<file path="config.mk">
export PLATFORM = sky130hd
export DESIGN_NAME = hs_port_ctrl
export DESIGN_NICKNAME = d
export VERILOG_FILES = /design/src/rtl/hs_pkg.sv /design/src/rtl/hs_edge.sv /design/src/rtl/hs_in_path.sv /design/src/rtl/hs_out_path.sv /design/src/rtl/hs_port_ctrl.sv
export SDC_FILE = /design/constraint.sdc
export NUM_CORES = 1
export LEC_CHECK = 0
export BUFFER_PORTS_ARGS = -buffer_cell sky130_fd_sc_hd__buf_4
export CAP_MARGIN = 30
export CORE_UTILIZATION = 43
export CTS_CLUSTER_SIZE = 25
export DETAILED_ROUTE_END_ITERATION = 8
export GPL_ROUTABILITY_DRIVEN = 0
export HOLD_SLACK_MARGIN = 0.12
export PLACE_DENSITY = 0.73
export SLEW_MARGIN = 0
export SYNTH_ARGS = -nofsm -noshare
export SYNTH_HDL_FRONTEND = slang
export SYNTH_SLANG_ARGS = --single-unit
</file>
<file path="constraint.sdc">
create_clock -name clk -period 2 [get_ports clk]
set_clock_uncertainty 0.15 [all_clocks]
set_input_delay 0.2 -clock clk [delete_from_list [all_inputs] [get_ports clk]]
set_output_delay 0.2 -clock clk [all_outputs]
set_load 0.01 [all_outputs]
</file>
<file path="src/rtl/hs_pkg.sv">
package hs_pkg;
  localparam int HS_DW = 8;

  typedef enum logic [1:0] {
    HS_RX   = 2'b00,
    HS_TX   = 2'b01,
    HS_BI   = 2'b10,
    HS_BI_X = 2'b11
  } hs_mode_e;

  // receive side active in every mode except send-only
  function automatic logic rx_on(input logic [1:0] m);
    return m != HS_TX;
  endfunction

  // send side active in every mode except receive-only
  function automatic logic tx_on(input logic [1:0] m);
    return m != HS_RX;
  endfunction

  // pin drive: always in send-only, only under acknowledge in two-way
  function automatic logic drive_on(input logic [1:0] m, input logic ack_low);
    logic r;
    case (m)
      HS_RX:   r = 1'b0;
      HS_TX:   r = 1'b1;
      default: r = ack_low;
    endcase
    return r;
  endfunction
endpackage

</file>
<file path="src/rtl/hs_edge.sv">
module hs_edge #(
  parameter int N = 2
) (
  input  logic         clk,
  input  logic         rst_n,
  input  logic [N-1:0] lvl,
  output logic [N-1:0] fall,
  output logic [N-1:0] rise
);
  logic [N-1:0] prev_q;

  for (genvar i = 0; i < N; i++) begin : g_line
    always_ff @(posedge clk or negedge rst_n) begin
      if (!rst_n) prev_q[i] <= 1'b1;
      else        prev_q[i] <= lvl[i];
    end
    assign fall[i] = prev_q[i] & ~lvl[i];
    assign rise[i] = ~prev_q[i] & lvl[i];
  end
endmodule

</file>
<file path="src/rtl/hs_in_path.sv">
module hs_in_path #(
  parameter int W = 8
) (
  input  logic         clk,
  input  logic         rst_n,
  input  logic         en,
  input  logic         stb_fall,
  input  logic         stb_rise,
  input  logic         rd,
  input  logic         ie,
  input  logic [W-1:0] pin_in,
  output logic [W-1:0] rdata,
  output logic         full,
  output logic         irq
);
  logic cap;
  assign cap = en & stb_fall;

  always_ff @(posedge clk or negedge rst_n) begin
    if (!rst_n) begin
      rdata <= '0;
      full  <= 1'b0;
      irq   <= 1'b0;
    end else if (!en) begin
      full <= 1'b0;
      irq  <= 1'b0;
    end else begin
      if (cap) begin
        rdata <= pin_in;
        full  <= 1'b1;
      end else if (rd) begin
        full <= 1'b0;
      end
      if (rd)                         irq <= 1'b0;
      else if (stb_rise && full && ie) irq <= 1'b1;
    end
  end
endmodule

</file>
<file path="src/rtl/hs_out_path.sv">
module hs_out_path #(
  parameter int W = 8
) (
  input  logic         clk,
  input  logic         rst_n,
  input  logic         en,
  input  logic         wr,
  input  logic [W-1:0] wdata,
  input  logic         ack_fall,
  input  logic         ack_rise,
  input  logic         ie,
  output logic [W-1:0] odata,
  output logic         full_n,
  output logic         irq
);
  always_ff @(posedge clk or negedge rst_n) begin
    if (!rst_n) begin
      odata  <= '0;
      full_n <= 1'b1;
      irq    <= 1'b0;
    end else if (!en) begin
      full_n <= 1'b1;
      irq    <= 1'b0;
    end else if (wr) begin
      odata  <= wdata;
      full_n <= 1'b0;
      irq    <= 1'b0;
    end else begin
      if (ack_fall)       full_n <= 1'b1;
      if (ack_rise && ie) irq    <= 1'b1;
    end
  end
endmodule

</file>
<file path="src/rtl/hs_port_ctrl.sv">
module hs_port_ctrl #(
  parameter int W = hs_pkg::HS_DW
) (
  input  logic         clk,
  input  logic         rst_n,
  input  logic [1:0]   mode,
  input  logic         stb_n,
  input  logic         ack_n,
  input  logic [W-1:0] pin_in,
  output logic [W-1:0] pin_out,
  output logic         pin_oe,
  input  logic         host_rd,
  input  logic         host_wr,
  input  logic [W-1:0] host_wdata,
  output logic [W-1:0] host_rdata,
  input  logic         bsr_we,
  input  logic         bsr_sel,
  input  logic         bsr_val,
  output logic         ibf,
  output logic         obf_n,
  output logic         intr
);
  import hs_pkg::*;

  localparam int NLINE = 2;
  localparam int L_STB = 0;
  localparam int L_ACK = 1;

  logic [NLINE-1:0] fall_ev, rise_ev;
  logic stb_fall, stb_rise, ack_fall, ack_rise;
  logic rx_en, tx_en;
  logic [1:0] ie_q;
  logic rx_irq, tx_irq;

  hs_edge #(.N(NLINE)) u_edge (
    .clk  (clk),
    .rst_n(rst_n),
    .lvl  ({ack_n, stb_n}),
    .fall (fall_ev),
    .rise (rise_ev)
  );

  assign stb_fall = fall_ev[L_STB];
  assign stb_rise = rise_ev[L_STB];
  assign ack_fall = fall_ev[L_ACK];
  assign ack_rise = rise_ev[L_ACK];

  assign rx_en = rx_on(mode);
  assign tx_en = tx_on(mode);

  // interrupt enables, one bit each, written singly
  always_ff @(posedge clk or negedge rst_n) begin
    if (!rst_n)      ie_q <= '0;
    else if (bsr_we) ie_q[bsr_sel] <= bsr_val;
  end

  hs_in_path #(.W(W)) u_rx (
    .clk     (clk),
    .rst_n   (rst_n),
    .en      (rx_en),
    .stb_fall(stb_fall),
    .stb_rise(stb_rise),
    .rd      (host_rd),
    .ie      (ie_q[0]),
    .pin_in  (pin_in),
    .rdata   (host_rdata),
    .full    (ibf),
    .irq     (rx_irq)
  );

  hs_out_path #(.W(W)) u_tx (
    .clk     (clk),
    .rst_n   (rst_n),
    .en      (tx_en),
    .wr      (host_wr),
    .wdata   (host_wdata),
    .ack_fall(ack_fall),
    .ack_rise(ack_rise),
    .ie      (ie_q[1]),
    .odata   (pin_out),
    .full_n  (obf_n),
    .irq     (tx_irq)
  );

  assign pin_oe = drive_on(mode, ~ack_n);
  assign intr   = rx_irq | tx_irq;
endmodule

</file>
==> impl_metrics.py, run 1 <==
metrics = {
    "synthesis": {
        "synth_mux_area_share_pct": 21.86,
        "yosysTopAreaCellShare_pct": 56.68,
        "synth_cells": 61,
        "ys_ff_latch": 24,
        "synth_fa_ha_area_share_pct": 0,
        "synth-xor-area-share_pct": 0,
        "synth_area_leaders": "dfrtp_1 (57%), mux2_2 (22%), dfstp_2 (8.5%)",
        "synthSimpleGateAreaFrac_pct": 6.343,
        "yosys_warnings": 0,
        "synth_top_family_by_area": "multiplexers",
        "synth-seq-area-share_pct": 65.18,
        "synth_top_area_cell": "dfrtp_1",
        "syn-cell-area_sq_um": 927.1,
        "synth_cell_types": 17,
        "syn-num-nets": 88,
        "synth_compound_area_share_pct": 5.398,
        "synth_area_per_cell_sq_um": 15.20,
    },
    "clock_tree": {
        "ctsResizeCount": 0,
        "clk_latency_ns": 0.30,
        "cts-root-buf": "clkbuf_4",
        "clock_path_buffers": 2,
        "cts_buffers": 3,
        "clock-sinks": 24,
        "cts_tree": "yes",
        "postCtsSetupBuffers": 0,
        "h-tree-depth": 1,
        "path_clk_slew_ns": 0.13,
    },
    "flow_run": {
        "maxCapViolations": 0,
    },
    "final_layout": {
        "fin_cells": 165,
        "final_core_utilization_pct": 80.56,
        "area_growth_pct": 73.95,
        "drive_gt1_share_pct": 54.35,
        "final_nets": 166,
        "antenna_cells": 0,
        "num-fill-cells": 134,
    },
    "sta": {
        "post-route-period-util_pct": 90.72,
        "worstMarginPinSlew_ns": 0.4317,
        "fin_ws_ns": 0.1855,
        "timing.setup.tns_ns": 0,
        "slew_violations": 0,
        "relSlewSlack_pct": 71.12,
        "min_period_ns": 1.814,
        "setup_violations": 0,
        "final-hold-violation-count": 0,
        "rsz0062_at_grt": "false",
        "clock.fmax_ghz": 0.5511,
    },
    "die": {
        "dieHeight_microns": 48.44,
        "start_util_pct": 46.31,
        "row_count": 16,
        "fp.dieArea_sq_um": 2346,
        "core_area_sq_um": 2002,
        "ioPinCount": 47,
        "dieWidth_microns": 48.44,
    },
    "drt": {
        "viasPerCell": 4.745,
        "first_pass_iters": 3,
        "routedWlPerCell_microns": 13.28,
        "ant_nets": 0,
        "vias": 783,
        "finalWirelength_microns": 2192,
        "drc": 0,
        "drtIter0Drc": 3,
    },
    "power_and_ir_drop": {
        "peakVddDrop_uv": 623.9,
        "p_leak_nw": 0.7737,
        "finalPower_mw": 1.140,
        "power-per-cell-area_nw_per_um2": 707.0,
    },
    "critical_path": {
        "r2r-start": "u_edge.prev_q[0]",
        "crit_path_start": "bsr_sel",
        "crit_top_cell": "dlygate4sd3_1",
        "path_cells": "dlygate4sd3_1 -> buf_4 -> nand2_1 -> mux2_2 -> dlygate4sd3_1",
        "max_stage_delay_ns": 0.57,
        "cp.buffers_inverters": 3,
        "critPathMaxFanout": 2,
        "crit_family": "buffers and inverters",
        "critPathLaunchType": "primary input",
        "arrival_ns": 1.86,
        "worstPathRequired_ns": 2.05,
        "worstSetupPathType": "in -> reg",
        "cp-end-kind": "register",
        "critical_path.slowest_cell": "dlygate4sd3_1",
    },
    "grt": {
        "antenna_found_initial": 0,
        "grt_pass1_wl_microns": 3746,
        "grt_max_degree": 25,
        "gr-usage-all-layers_pct": 21.12,
        "grt_pass1_vias": 841,
        "gr-total-overflow": 0,
    },
    "hold_path": {
        "hp-start": "mode[1]",
        "hp-class": "in -> reg",
    },
    "placement": {
        "dp_cells": 134,
        "io_buffers": 46,
        "pre_cts_slack_ns": 0.3575,
        "hpwl_microns": 1281,
    },
    "run_status": {
        "outcome": "completed",
    },
}
## cells in the mapped netlist
cell and count:
dfrtp_1 21, mux2_2 18, dfstp_2 3, inv_1 3, a21o_1 2, nor2_1 2
nor3_1 2, a21oi_1 1, a31oi_1 1, a41oi_1 1, nand2_1 1, nor2b_1 1
nor2b_2 1, nor3_4 1, o21ai_2 1, o22ai_1 1, or2_2 1
## cell usage in the layout, fill, tap and decap left out
cell type      Yosys  routed
a41oi_1            1       1
clkbuf_8           0       1
clkbuf_4           0       3
a31oi_1            1       1
inv_1              3       3
o21ai_2            1       1
nor3_1             2       2
dfrtp_1           21      21
or2_2              1       1
dfstp_2            3       3
nand2_1            1       1
a21oi_1            1       1
nor2b_1            1       1
buf_4              0      46
a21o_1             2       2
mux2_2            18      18
o22ai_1            1       1
nor2b_2            1       1
nor3_4             1       1
dlygate4sd3_1      0      27
nor2_1             2       2
## per-stage QoR
step	area (sq um)	hold slack, ns
3_3_place_gp	1306	-0.03880
2_1_floorplan	927.1	-0.2456
4_1_cts	1613	0.1239
3_5_place_dp	1306	-0.03664
5_1_grt	1613	0.1299
6_report	1613	0.1305
## repair_timing
action                                  4_1_cts  5_1_grt
endpoints found under the setup margin        0        0
hold endpoints to repair                     48        0
hold buffers                                 27        0
## final cells by class
| class | count | area (sq um) | share of cell area, % |
|---|---|---|---|
| repair buffers | 73 | 615.6 | 38.17 |
| flip-flops and latches | 24 | 604.3 | 37.47 |
| multi-input cells | 34 | 311.5 | 19.32 |
| clock buffers | 4 | 36.28 | 2.250 |
| well taps | 27 | 33.78 | 2.095 |
| inverters | 3 | 11.26 | 0.6982 |
## registers in the layout, summed over array words and instances (netlist names)
name	count
u_tx.odata	8
u_rx.irq	1
u_rx.rdata	8
u_edge.prev_q	2
u_tx.full_n	1
u_tx.irq	1
ie_q	2
u_rx.full	1
## logic make-up after synthesis
family                 count (synthesis)
buffers and inverters                  3
muxes                                 18
AOI/OAI and AO/OA                      7
DFF                                   24
and+or+nand+nor                        9
## tightest hold or removal path: stages
cell     delay, ns
buf_4         0.12
nor2b_2       0.07
nor3_1        0.16
## worst paths after layout
kind	endpoint	slack, ns	cells after the start
setup / recovery	ie_q[1]	0.19	5
hold / removal	u_rx.irq	0.13	3
setup reg to reg	u_rx.rdata[5]	0.36	3
hold reg to reg	u_tx.odata[7]	0.37	1
max in group asynchronous	u_edge.prev_q[0]	1.27	2
min in group asynchronous	u_tx.irq	0.16	2
## power breakdown
part	total, mW	leakage (nW)	internal (mW)	switching (mW)
clock	0.250	0.0210	0.111	0.139
sequential	0.584	0.283	0.551	0.0332
combinational	0.306	0.469	0.194	0.112
total	1.14	0.774	0.856	0.284
## layer usage
metal | share of wire (%) | track usage (%) | vias to the layer above
met5 | 0 | 0 | -
met4 | 0 | 5.882 | 0
met3 | 4.8 | 4.403 | 0
met2 | 53 | 38.50 | 33
met1 | 42 | 25.16 | 379
li1 | - | - | 371
Note: power is estimated with default switching activity, not from simulation.
==> run 2: changes to the inputs <==
--- a/config.mk
+++ b/config.mk
@@ -5,14 +5,15 @@
 export SDC_FILE = /design/constraint.sdc
 export NUM_CORES = 1
 export LEC_CHECK = 0
+export ABC_AREA = 1
 export BUFFER_PORTS_ARGS = -buffer_cell sky130_fd_sc_hd__buf_4
 export CAP_MARGIN = 30
-export CORE_UTILIZATION = 43
+export CORE_UTILIZATION = 40
 export CTS_CLUSTER_SIZE = 25
 export DETAILED_ROUTE_END_ITERATION = 8
 export GPL_ROUTABILITY_DRIVEN = 0
 export HOLD_SLACK_MARGIN = 0.12
-export PLACE_DENSITY = 0.73
+export PLACE_DENSITY = 0.67
 export SLEW_MARGIN = 0
 export SYNTH_ARGS = -nofsm -noshare
 export SYNTH_HDL_FRONTEND = slang
==> impl_metrics.py, run 2 <==
metrics = {
    "die": {
        "core_area_sq_um": 2276,
        "row_count": 17,
        "ioPinCount": 47,
        "dieWidth_microns": 51.96,
        "fp.dieArea_sq_um": 2700,
        "start_util_pct": 43.87,
        "dieHeight_microns": 51.96,
    },
    "grt": {
        "grt_max_degree": 25,
        "grt_pass1_vias": 1050,
        "gr-usage-all-layers_pct": 21.59,
        "antenna_found_initial": 0,
        "gr-total-overflow": 0,
        "grt_pass1_wl_microns": 4298,
    },
    "power_and_ir_drop": {
        "p_sw_share_pct": 26.70,
        "power-per-cell-area_nw_per_um2": 650.0,
        "p_int_mw": 0.8209,
        "clockPowerShare_pct": 22.3,
        "power_frac_comb_pct": 26.3,
        "pwr-share-seq_pct": 51.4,
        "p_leak_nw": 0.9257,
        "switching_power_mw": 0.2990,
        "peakVddDrop_uv": 528.2,
    },
    "sta": {
        "hold_ws_ns": 0.1560,
        "worstMarginPinSlew_ns": 0.3820,
        "min_period_ns": 1.638,
        "slew_violations": 0,
        "clock.fmax_ghz": 0.6103,
        "timing.setup.tns_ns": 0,
        "relSlewSlack_pct": 74.47,
        "post-route-period-util_pct": 81.92,
        "final-hold-violation-count": 0,
        "rsz0062_at_grt": "false",
        "setup_violations": 0,
    },
    "critical_path": {
        "critPathMaxFanout": 3,
        "crit_family": "buffers and inverters",
        "path_cells": "dlygate4sd3_1 -> buf_4 -> o21ai_0 -> buf_4",
        "worstSetupPathType": "in -> out",
        "reg2reg_setup_slack_ns": 0.62,
        "cp-end-kind": "primary output",
        "critPathLaunchType": "primary input",
        "worstPathRequired_ns": 1.65,
        "crit_top_cell": "buf_4",
        "max_stage_delay_ns": 0.55,
        "arrival_ns": 1.29,
        "r2r_cells": 5,
        "r2r-start": "u_edge.prev_q[0]",
        "critical_path.slowest_cell": "dlygate4sd3_1",
        "cp.buffers_inverters": 3,
        "r2r_end": "u_rx.rdata[2]",
    },
    "synthesis": {
        "syn-num-nets": 142,
        "synth_edf_count": 0,
        "yosys_warnings": 0,
        "synth-seq-area-share_pct": 60.53,
        "netlist_top_cells_count": "nand2_1 (48), dfrtp_1 (21), nand3_1 (17)",
        "syn-cell-area_sq_um": 998.5,
        "synth_area_per_cell_sq_um": 8.682,
        "yosysTopAreaCellShare_pct": 52.63,
        "async_flop_share_pct": 100.0,
        "synth_area_leaders": "dfrtp_1 (53%), nand2_1 (18%), nand3_1 (8.5%)",
        "yosysMostFrequentCell": "nand2_1",
        "ys.flop_type": "dfrtp_1",
        "synth_top_area_cell": "dfrtp_1",
        "synth_cells": 115,
        "ys_ff_latch": 24,
        "synth_cell_types": 12,
    },
    "clock_tree": {
        "clk_latency_ns": 0.30,
        "clock-sinks": 24,
        "cts_tree": "yes",
        "cts_buffers": 3,
        "ctsResizeCount": 0,
        "clock_path_buffers": 2,
        "h-tree-depth": 1,
        "ctsHoldBuffers": 33,
        "postCtsSetupBuffers": 0,
        "cts-root-buf": "clkbuf_4",
        "path_clk_slew_ns": 0.12,
    },
    "placement": {
        "hpwl_microns": 1589,
        "io_buffers": 46,
    },
    "drt": {
        "maxUsedRoutingLayer": "met3",
        "finalWirelength_microns": 2634,
        "met3_length_microns": 113,
        "drtIter0Drc": 16,
        "ant_nets": 0,
        "drc": 0,
        "wl_met1_microns": 1105,
        "routedWlPerCell_microns": 11.81,
        "viasPerCell": 4.529,
        "first_pass_iters": 4,
        "dr_wl_met2_microns": 1415,
        "vias": 1010,
    },
    "run_status": {
        "outcome": "completed",
    },
    "hold_path": {
        "hp-class": "in -> async",
    },
    "final_layout": {
        "area_growth_pct": 72.56,
        "num-fill-cells": 166,
        "final_cell_mix": "nand2_1 (48), buf_4 (46), dlygate4sd3_1 (33), dfrtp_1 (21), nand3_1 (17)",
        "reg_top3": "u_rx.rdata (8), u_tx.odata (8)",
        "drive_gt1_share_pct": 28.21,
        "final_common_cell": "nand2_1",
        "antenna_cells": 0,
        "final_nets": 223,
    },
    "flow_run": {
        "maxCapViolations": 0,
    },
}
-- run 2: per-layer routing --
layer | track usage, % | up-vias
li1 | - | 513
met1 | 25.70 | 461
met2 | 41.03 | 36
met3 | 2.632 | 0
met4 | 4.054 | 0
met5 | 0 | -
-- run 2: worst max path at each step --
stage                                 from             to  slack (ns)  cells after the start
after floorplan           u_edge.prev_q[0]  u_rx.rdata[0]        0.79                      5
after global placement    u_edge.prev_q[0]  u_rx.rdata[4]        0.65                      5
after detailed placement  u_edge.prev_q[0]  u_rx.rdata[2]        0.61                      5
after CTS                            ack_n         pin_oe        0.37                      4
after global routing               bsr_sel        ie_q[0]        0.28                      6
final                                ack_n         pin_oe        0.36                      4
-- run 2: kinds of logic (layout without fill, tap and decap cells) --
logic type             after synthesis  after routing  synth area share (%)
buffers and inverters               16             96                 7.143
flip-flops                          24             24                 60.53
AND/OR/NAND/NOR                     70             70                 29.83
AO/OA/AOI/OAI                        5              5                 2.506
-- run 2: final cells by class --
class	count	area, sq um	area share (%)
repair buffers	79	675.6	39.22
flip-flops and latches	24	604.3	35.08
multi-input cells	75	322.8	18.74
inverters	13	48.80	2.832
clock buffers	4	36.28	2.106
well taps	28	35.03	2.033
-- run 2: power groups by stage --
stage	clock [mW]	sequential (mW)	combinational [mW]
2_1_floorplan	0	0.604	0.0761
3_3_place_gp	0	0.584	0.234
3_5_place_dp	0	0.584	0.240
4_1_cts	0.257	0.575	0.292
5_1_grt	0.276	0.583	0.327
6_report	0.250	0.575	0.295
-- run 2: worst register-to-register path, stage by stage, from the launching register on --
cell	delay, ns
dfstp_2	0.55
inv_1	0.06
nor2_4	0.20
nand2_2	0.17
nand2_1	0.11
nand2_1	0.05
-- run 2: through the flow --
step                power, mW  cell area [sq um]  setup slack, ns  util (%)  std cells
floorplan              0.6797              998.5           0.7890         -        115
global placement       0.8180               1356           0.6507     59.59        186
detailed placement     0.8232               1356           0.6091     59.59        186
CTS                     1.125               1723           0.3707     75.70        223
global route            1.185               1723           0.2806     75.70        223
finish                  1.120               1723           0.3616     75.70        223
